`config.mk`:
```
export PLATFORM = sky130hd
export DESIGN_NAME = callret_seq
export DESIGN_NICKNAME = d
export VERILOG_FILES = /design/src/rtl/callret_pkg.sv /design/src/rtl/callret_ctrl.sv /design/src/rtl/callret_dp.sv /design/src/rtl/callret_seq.sv
export SDC_FILE = /design/constraint.sdc
export NUM_CORES = 1
export LEC_CHECK = 0
export ABC_AREA = 0
export BUFFER_PORTS_ARGS = -buffer_cell sky130_fd_sc_hd__buf_2
export CAP_MARGIN = 40
export CORE_MARGIN = 2
export CORE_UTILIZATION = 51
export DETAILED_ROUTE_END_ITERATION = 7
export GPL_TIMING_DRIVEN = 0
export PLACE_DENSITY = 0.85
export SLEW_MARGIN = 20
export SYNTH_ARGS = -nofsm -noshare
export SYNTH_HDL_FRONTEND = slang
export SYNTH_SLANG_ARGS = --single-unit
export TNS_END_PERCENT = 100
```
`constraint.sdc`:
```
create_clock -name clk -period 2.5 [get_ports clk]
set_input_delay 0 -clock clk [delete_from_list [all_inputs] [get_ports clk]]
set_output_delay 0 -clock clk [all_outputs]
set_load 0.1 [all_outputs]
```
`src/rtl/callret_pkg.sv`:
```
package callret_pkg;

    localparam int DW = 8;
    localparam int AW = 2 * DW;
    localparam int SW = 3;

    localparam logic [DW-1:0] OP_CALL = 8'h20;
    localparam logic [DW-1:0] OP_RET  = 8'h60;

    typedef enum logic [SW-1:0] {
        ST_FETCH = 3'd0,
        ST_OPND  = 3'd1,
        ST_STK   = 3'd2,
        ST_XA    = 3'd3,
        ST_XB    = 3'd4,
        ST_LAST  = 3'd5
    } step_e;

    typedef enum logic [1:0] {K_NONE, K_CALL, K_RET} kind_e;
    typedef enum logic      {A_PC, A_STACK}          asel_e;
    typedef enum logic      {W_PCH, W_PCL}           wsel_e;
    typedef enum logic [2:0] {PC_HOLD, PC_INC, PC_LD_LO, PC_LD_HI, PC_JUMP} pcop_e;
    typedef enum logic [1:0] {SP_HOLD, SP_DEC, SP_INC} spop_e;

    typedef struct packed {
        asel_e asel;
        logic  we;
        wsel_e wsel;
        pcop_e pc_op;
        spop_e sp_op;
        logic  adl_ld;
    } ctrl_t;

    localparam ctrl_t CTL_IDLE = '{asel: A_PC, we: 1'b0, wsel: W_PCH,
                                   pc_op: PC_HOLD, sp_op: SP_HOLD, adl_ld: 1'b0};

    function automatic kind_e op_kind(input logic [DW-1:0] op);
        if (op == OP_CALL) return K_CALL;
        if (op == OP_RET)  return K_RET;
        return K_NONE;
    endfunction

endpackage

```
`src/rtl/callret_ctrl.sv`:
```
module callret_ctrl
    import callret_pkg::*;
(
    input  logic          clk,
    input  logic          rst,
    input  logic [DW-1:0] rd_data,
    output ctrl_t         ctl,
    output step_e         step,
    output logic          done,
    output logic          halted
);

    step_e step_q, step_d;
    kind_e kind_q, kind_d;
    logic  halt_q, halt_d;

    always_comb begin
        ctl    = CTL_IDLE;
        step_d = step_q;
        kind_d = kind_q;
        halt_d = halt_q;
        done   = 1'b0;
        if (!halt_q) begin
            case (step_q)
                ST_FETCH: begin
                    kind_d = op_kind(rd_data);
                    if (kind_d == K_NONE) begin
                        halt_d = 1'b1;
                    end else begin
                        ctl.pc_op = PC_INC;
                        step_d    = ST_OPND;
                    end
                end
                ST_OPND: begin
                    if (kind_q == K_CALL) begin
                        ctl.pc_op  = PC_INC;
                        ctl.adl_ld = 1'b1;
                    end
                    step_d = ST_STK;
                end
                ST_STK: begin
                    ctl.asel = A_STACK;
                    if (kind_q == K_RET) ctl.sp_op = SP_INC;
                    step_d = ST_XA;
                end
                ST_XA: begin
                    ctl.asel = A_STACK;
                    if (kind_q == K_CALL) begin
                        ctl.we    = 1'b1;
                        ctl.wsel  = W_PCH;
                        ctl.sp_op = SP_DEC;
                    end else begin
                        ctl.pc_op = PC_LD_LO;
                        ctl.sp_op = SP_INC;
                    end
                    step_d = ST_XB;
                end
                ST_XB: begin
                    ctl.asel = A_STACK;
                    if (kind_q == K_CALL) begin
                        ctl.we    = 1'b1;
                        ctl.wsel  = W_PCL;
                        ctl.sp_op = SP_DEC;
                    end else begin
                        ctl.pc_op = PC_LD_HI;
                    end
                    step_d = ST_LAST;
                end
                ST_LAST: begin
                    done      = 1'b1;
                    ctl.pc_op = (kind_q == K_CALL) ? PC_JUMP : PC_INC;
                    step_d    = ST_FETCH;
                end
                default: step_d = ST_FETCH;
            endcase
        end
    end

    always_ff @(posedge clk) begin
        if (rst) begin
            step_q <= ST_FETCH;
            kind_q <= K_NONE;
            halt_q <= 1'b0;
        end else begin
            step_q <= step_d;
            kind_q <= kind_d;
            halt_q <= halt_d;
        end
    end

    assign step   = step_q;
    assign halted = halt_q;

endmodule

```
`src/rtl/callret_dp.sv`:
```
module callret_dp
    import callret_pkg::*;
#(
    parameter logic [AW-1:0] RESET_PC   = 16'h0200,
    parameter logic [DW-1:0] RESET_SP   = 8'hFD,
    parameter logic [DW-1:0] STACK_PAGE = 8'h01
) (
    input  logic          clk,
    input  logic          rst,
    input  ctrl_t         ctl,
    input  logic [DW-1:0] rd_data,
    output logic [AW-1:0] addr,
    output logic          wr_en,
    output logic [DW-1:0] wr_data
);

    logic [AW-1:0] pc_q;
    logic [DW-1:0] sp_q;
    logic [DW-1:0] adl_q;

    always_ff @(posedge clk) begin
        if (rst) begin
            pc_q  <= RESET_PC;
            sp_q  <= RESET_SP;
            adl_q <= '0;
        end else begin
            case (ctl.pc_op)
                PC_INC:   pc_q          <= pc_q + AW'(1);
                PC_LD_LO: pc_q[DW-1:0]  <= rd_data;
                PC_LD_HI: pc_q[AW-1:DW] <= rd_data;
                PC_JUMP:  pc_q          <= {rd_data, adl_q};
                default:  ;
            endcase
            case (ctl.sp_op)
                SP_DEC:  sp_q <= sp_q - DW'(1);
                SP_INC:  sp_q <= sp_q + DW'(1);
                default: ;
            endcase
            if (ctl.adl_ld) adl_q <= rd_data;
        end
    end

    assign addr    = (ctl.asel == A_STACK) ? {STACK_PAGE, sp_q} : pc_q;
    assign wr_en   = ctl.we;
    assign wr_data = (ctl.wsel == W_PCH) ? pc_q[AW-1:DW] : pc_q[DW-1:0];

endmodule

```
`src/rtl/callret_seq.sv`:
```
module callret_seq
    import callret_pkg::*;
#(
    parameter logic [AW-1:0] RESET_PC   = 16'h0200,
    parameter logic [DW-1:0] RESET_SP   = 8'hFD,
    parameter logic [DW-1:0] STACK_PAGE = 8'h01
) (
    input  logic          clk,
    input  logic          rst,
    input  logic [DW-1:0] rd_data,
    output logic [AW-1:0] addr,
    output logic          wr_en,
    output logic [DW-1:0] wr_data,
    output logic [SW-1:0] step,
    output logic          instr_done,
    output logic          halted
);

    ctrl_t ctl;
    step_e step_w;

    callret_ctrl u_ctrl (
        .clk     (clk),
        .rst     (rst),
        .rd_data (rd_data),
        .ctl     (ctl),
        .step    (step_w),
        .done    (instr_done),
        .halted  (halted)
    );

    callret_dp #(
        .RESET_PC   (RESET_PC),
        .RESET_SP   (RESET_SP),
        .STACK_PAGE (STACK_PAGE)
    ) u_dp (
        .clk     (clk),
        .rst     (rst),
        .ctl     (ctl),
        .rd_data (rd_data),
        .addr    (addr),
        .wr_en   (wr_en),
        .wr_data (wr_data)
    );

    assign step = step_w;

endmodule

```
==> flow_metrics.tcl <==
set metrics [dict create \
    antenna_found_initial 0 \
    setup_viol 1 \
    violations "setup timing" \
    routed_wl_mm 7.143 \
    holdBufCountCts 0 \
    tns_ns -0.08954 \
    clock_latency_ns 0.29 \
    powerDensity_nw_per_um2 364.9 \
    instances_no_fill 408 \
    io_buffers 39 \
    drive_above_1_share_pct 34.75 \
    area_growth_pct 25.87 \
    layout_setup_ws_ns -0.08954 \
    fin_crit_ns 2.590 \
    finish.net_count 375 \
    cp.arrival_ns 2.83 \
    synthArstFlopShare_pct 0 \
    hold_depth 3 \
    cp_max_fo 7 \
    path_cells "nor2b_4 > a22oi_2 > nor3_4 > inv_2 > ha_4 > inv_8 > ha_4 > a21oi_4 > o211ai_1 > o41ai_2 > xnor2_1 > or3_1 > nand3_1" \
    synth_cell_types 48 \
    grt_usage_pct 27.38 \
    grt_pass1_vias 2466 \
    period_share_pct 103.6 \
    numCtsBuffers 5 \
    worstSetupPathType "register to register" \
    max_stage_delay_ns 0.38 \
    finalHoldViolCount 0 \
    syn_inst 299 \
    die_h_um 73.42 \
    rsz0062_at_grt "yes" \
    antenna_left 0 \
    dieArea_um2 5390 \
    cts_tree "built" \
    h-tree-depth 2 \
    syn_avg_cell_area_um2 8.219 \
    final_core_util_pct 65.92 \
    numPlacedInstances 392 \
    cts.sink_count 38 \
    clock_skew_ns 0.003650 \
    reg2reg_depth 13 \
    grt_overflow 0 \
    fill_cells 395 \
    drt-wirelength-per-cell_um 17.51 \
    drc 0 \
    drt_first_pass_iters 6 \
    finalPower_mw 1.129 \
    die_x_um 73.42 \
    drt_iter0_drc 292 \
    synth-edff-count 0 \
    status "finished with violations" \
    p_leak_nw 1.295 \
    start_util_pct 52.37 \
    antenna_cells 0 \
    crit_path_end_kind "register" \
    required_ns 2.74 \
    io_pins 40 \
    place_ws_ns -0.4879 \
    fmax_mhz 386.2 \
    slew_viol_final 0 \
    hp-class "primary input to register" \
    synth_nets 319 \
    yosysSeqAreaShare_pct 30.96 \
    synth_warnings 0 \
    vias 2599 \
    slew_headroom_pct 52.77 \
    fp-row-count 25 \
    worst_pin_slew_ns 0.7037 \
    clk_pin_slew_ns 0.07 \
    cts_root_buf "clkbuf_8" \
    start_kind "register" \
    crit_top_cell "ha_4" \
    vdd_ir_drop_max_mv 0.2256 \
    core-area_um2 4692 \
    vias_per_cell 6.370 \
    syn_area_um2 2457 \
    hpwl_mm 5.064 \
    synth-main-ff-cell "dfxtp_1" \
    cts.path.max_buffers 2 \
    gp_congestion 0.9287 \
    grt_pass1_wl_mm 11.45 \
    synth_seq_cells 38 \
    worst_path_max_delay_cell "dfxtp_4" \
    grt_max_degree 13 \
    cap_violations 0 \
]
==> critical path: cells and delay by family, from the launching register on <==
family,cells,cell delay [ns]
adders and majority gates,2,0.38
AOI/OAI and AO/OA,4,0.76
and+or+nand+nor,4,0.72
buffers and inverters,2,0.15
DFF,1,0.38
xor gates and xnor gates,1,0.13
==> state kept, by name, indices dropped and copies added (netlist names) <==
| register | count |
|---|---|
| u_ctrl.step | 3 |
| u_ctrl.kind_q | 2 |
| u_dp.pc_q | 16 |
| u_ctrl.halted | 1 |
| u_dp.sp_q | 8 |
| u_dp.adl_q | 8 |
==> final timing paths <==
check / startpoint / end / slack, ns
min reg2reg: u_dp.pc_q[15] / u_dp.pc_q[15] / 0.50
max: u_ctrl.step[1] / u_dp.sp_q[7] / -0.09
min: rd_data[0] / u_dp.pc_q[8] / 0.008
max reg2reg: u_ctrl.step[1] / u_dp.sp_q[7] / -0.09
==> kinds of logic after synthesis <==
kind of cell / count (synthesis) / synth area share (%)
fa+ha+maj: 10 / 5.397
buf+inv: 23 / 3.870
simple gates: 130 / 27.19
flops: 38 / 30.96
xor+xnor: 8 / 2.851
mux: 27 / 11.86
compound gates: 63 / 17.87
==> power by group <==
group	internal, mW	total [mW]	switching, mW
Sequential	0.604	0.611	0.00663
Combinational	0.0197	0.0873	0.0676
Clock	0.213	0.430	0.217
Total	0.837	1.13	0.292
==> layout make-up <==
| type | count | area [um^2] | area share [%] |
|---|---|---|---|
| Buffer | 13 | 72.57 | 2.346 |
| Clock buffer | 6 | 82.58 | 2.670 |
| Inverter | 7 | 33.78 | 1.092 |
| Multi-Input combinational cell | 238 | 1768 | 57.16 |
| Sequential cell | 38 | 775.7 | 25.08 |
| Tap cell | 54 | 67.56 | 2.184 |
| Timing Repair Buffer | 52 | 292.8 | 9.466 |
==> cells in the mapped netlist (9+ instances only) <==
cell type  number  area share, %
nand3_1        15            3.1
nor2b_1        10            2.5
mux2i_1        10            4.1
nand2_1        31            4.7
nor3_1         12            2.4
clkbuf_1        9            1.4
dfxtp_1        38             31
a21oi_1        18            3.7
nor2_1         27            4.1
mux2_2         17            7.8
ha_1            9            4.6
==> metal layers <==
| layer | vias to the layer above | track usage [%] | share of wire, % |
|---|---|---|---|
| met2 | 158 | 44.94 | 47 |
| li1 | 1199 | - | - |
| met4 | 0 | 12.73 | 3.3 |
| met3 | 30 | 5.487 | 9.3 |
| met5 | - | 0 | 0 |
| met1 | 1212 | 34.43 | 40 |
==> timing repair <==
action	in CTS	in global routing
setup buffers	13	0
endpoints found under the hold margin	0	0
gates resized for setup	10	4
endpoints found under the setup margin	6	3
pin swaps	7	7
==> cell usage in the layout, fill, tap and decap left out, drive strengths merged, types with 8 or more instances in the layout <==
cell | Yosys | layout
dfxtp | 38 | 38
nor2b | 10 | 10
nor2 | 29 | 29
o21ai | 8 | 8
a21oi | 18 | 18
mux2 | 17 | 17
clkbuf | 9 | 13
nand3 | 16 | 16
mux2i | 10 | 10
ha | 9 | 9
buf | 7 | 58
nand2 | 31 | 31
nor3 | 12 | 12
==> metrics by stage <==
step                      instance area (um^2)  hold slack [ns]
final                                     3093         0.007610
after global routing                      3093          0.04088
after CTS                                 3075          0.01055
after detailed placement                  2879           0.3178
after global placement                    2879           0.2893
after floorplan                           2616           0.1360
Note: power is estimated with default switching activity, not from simulation.
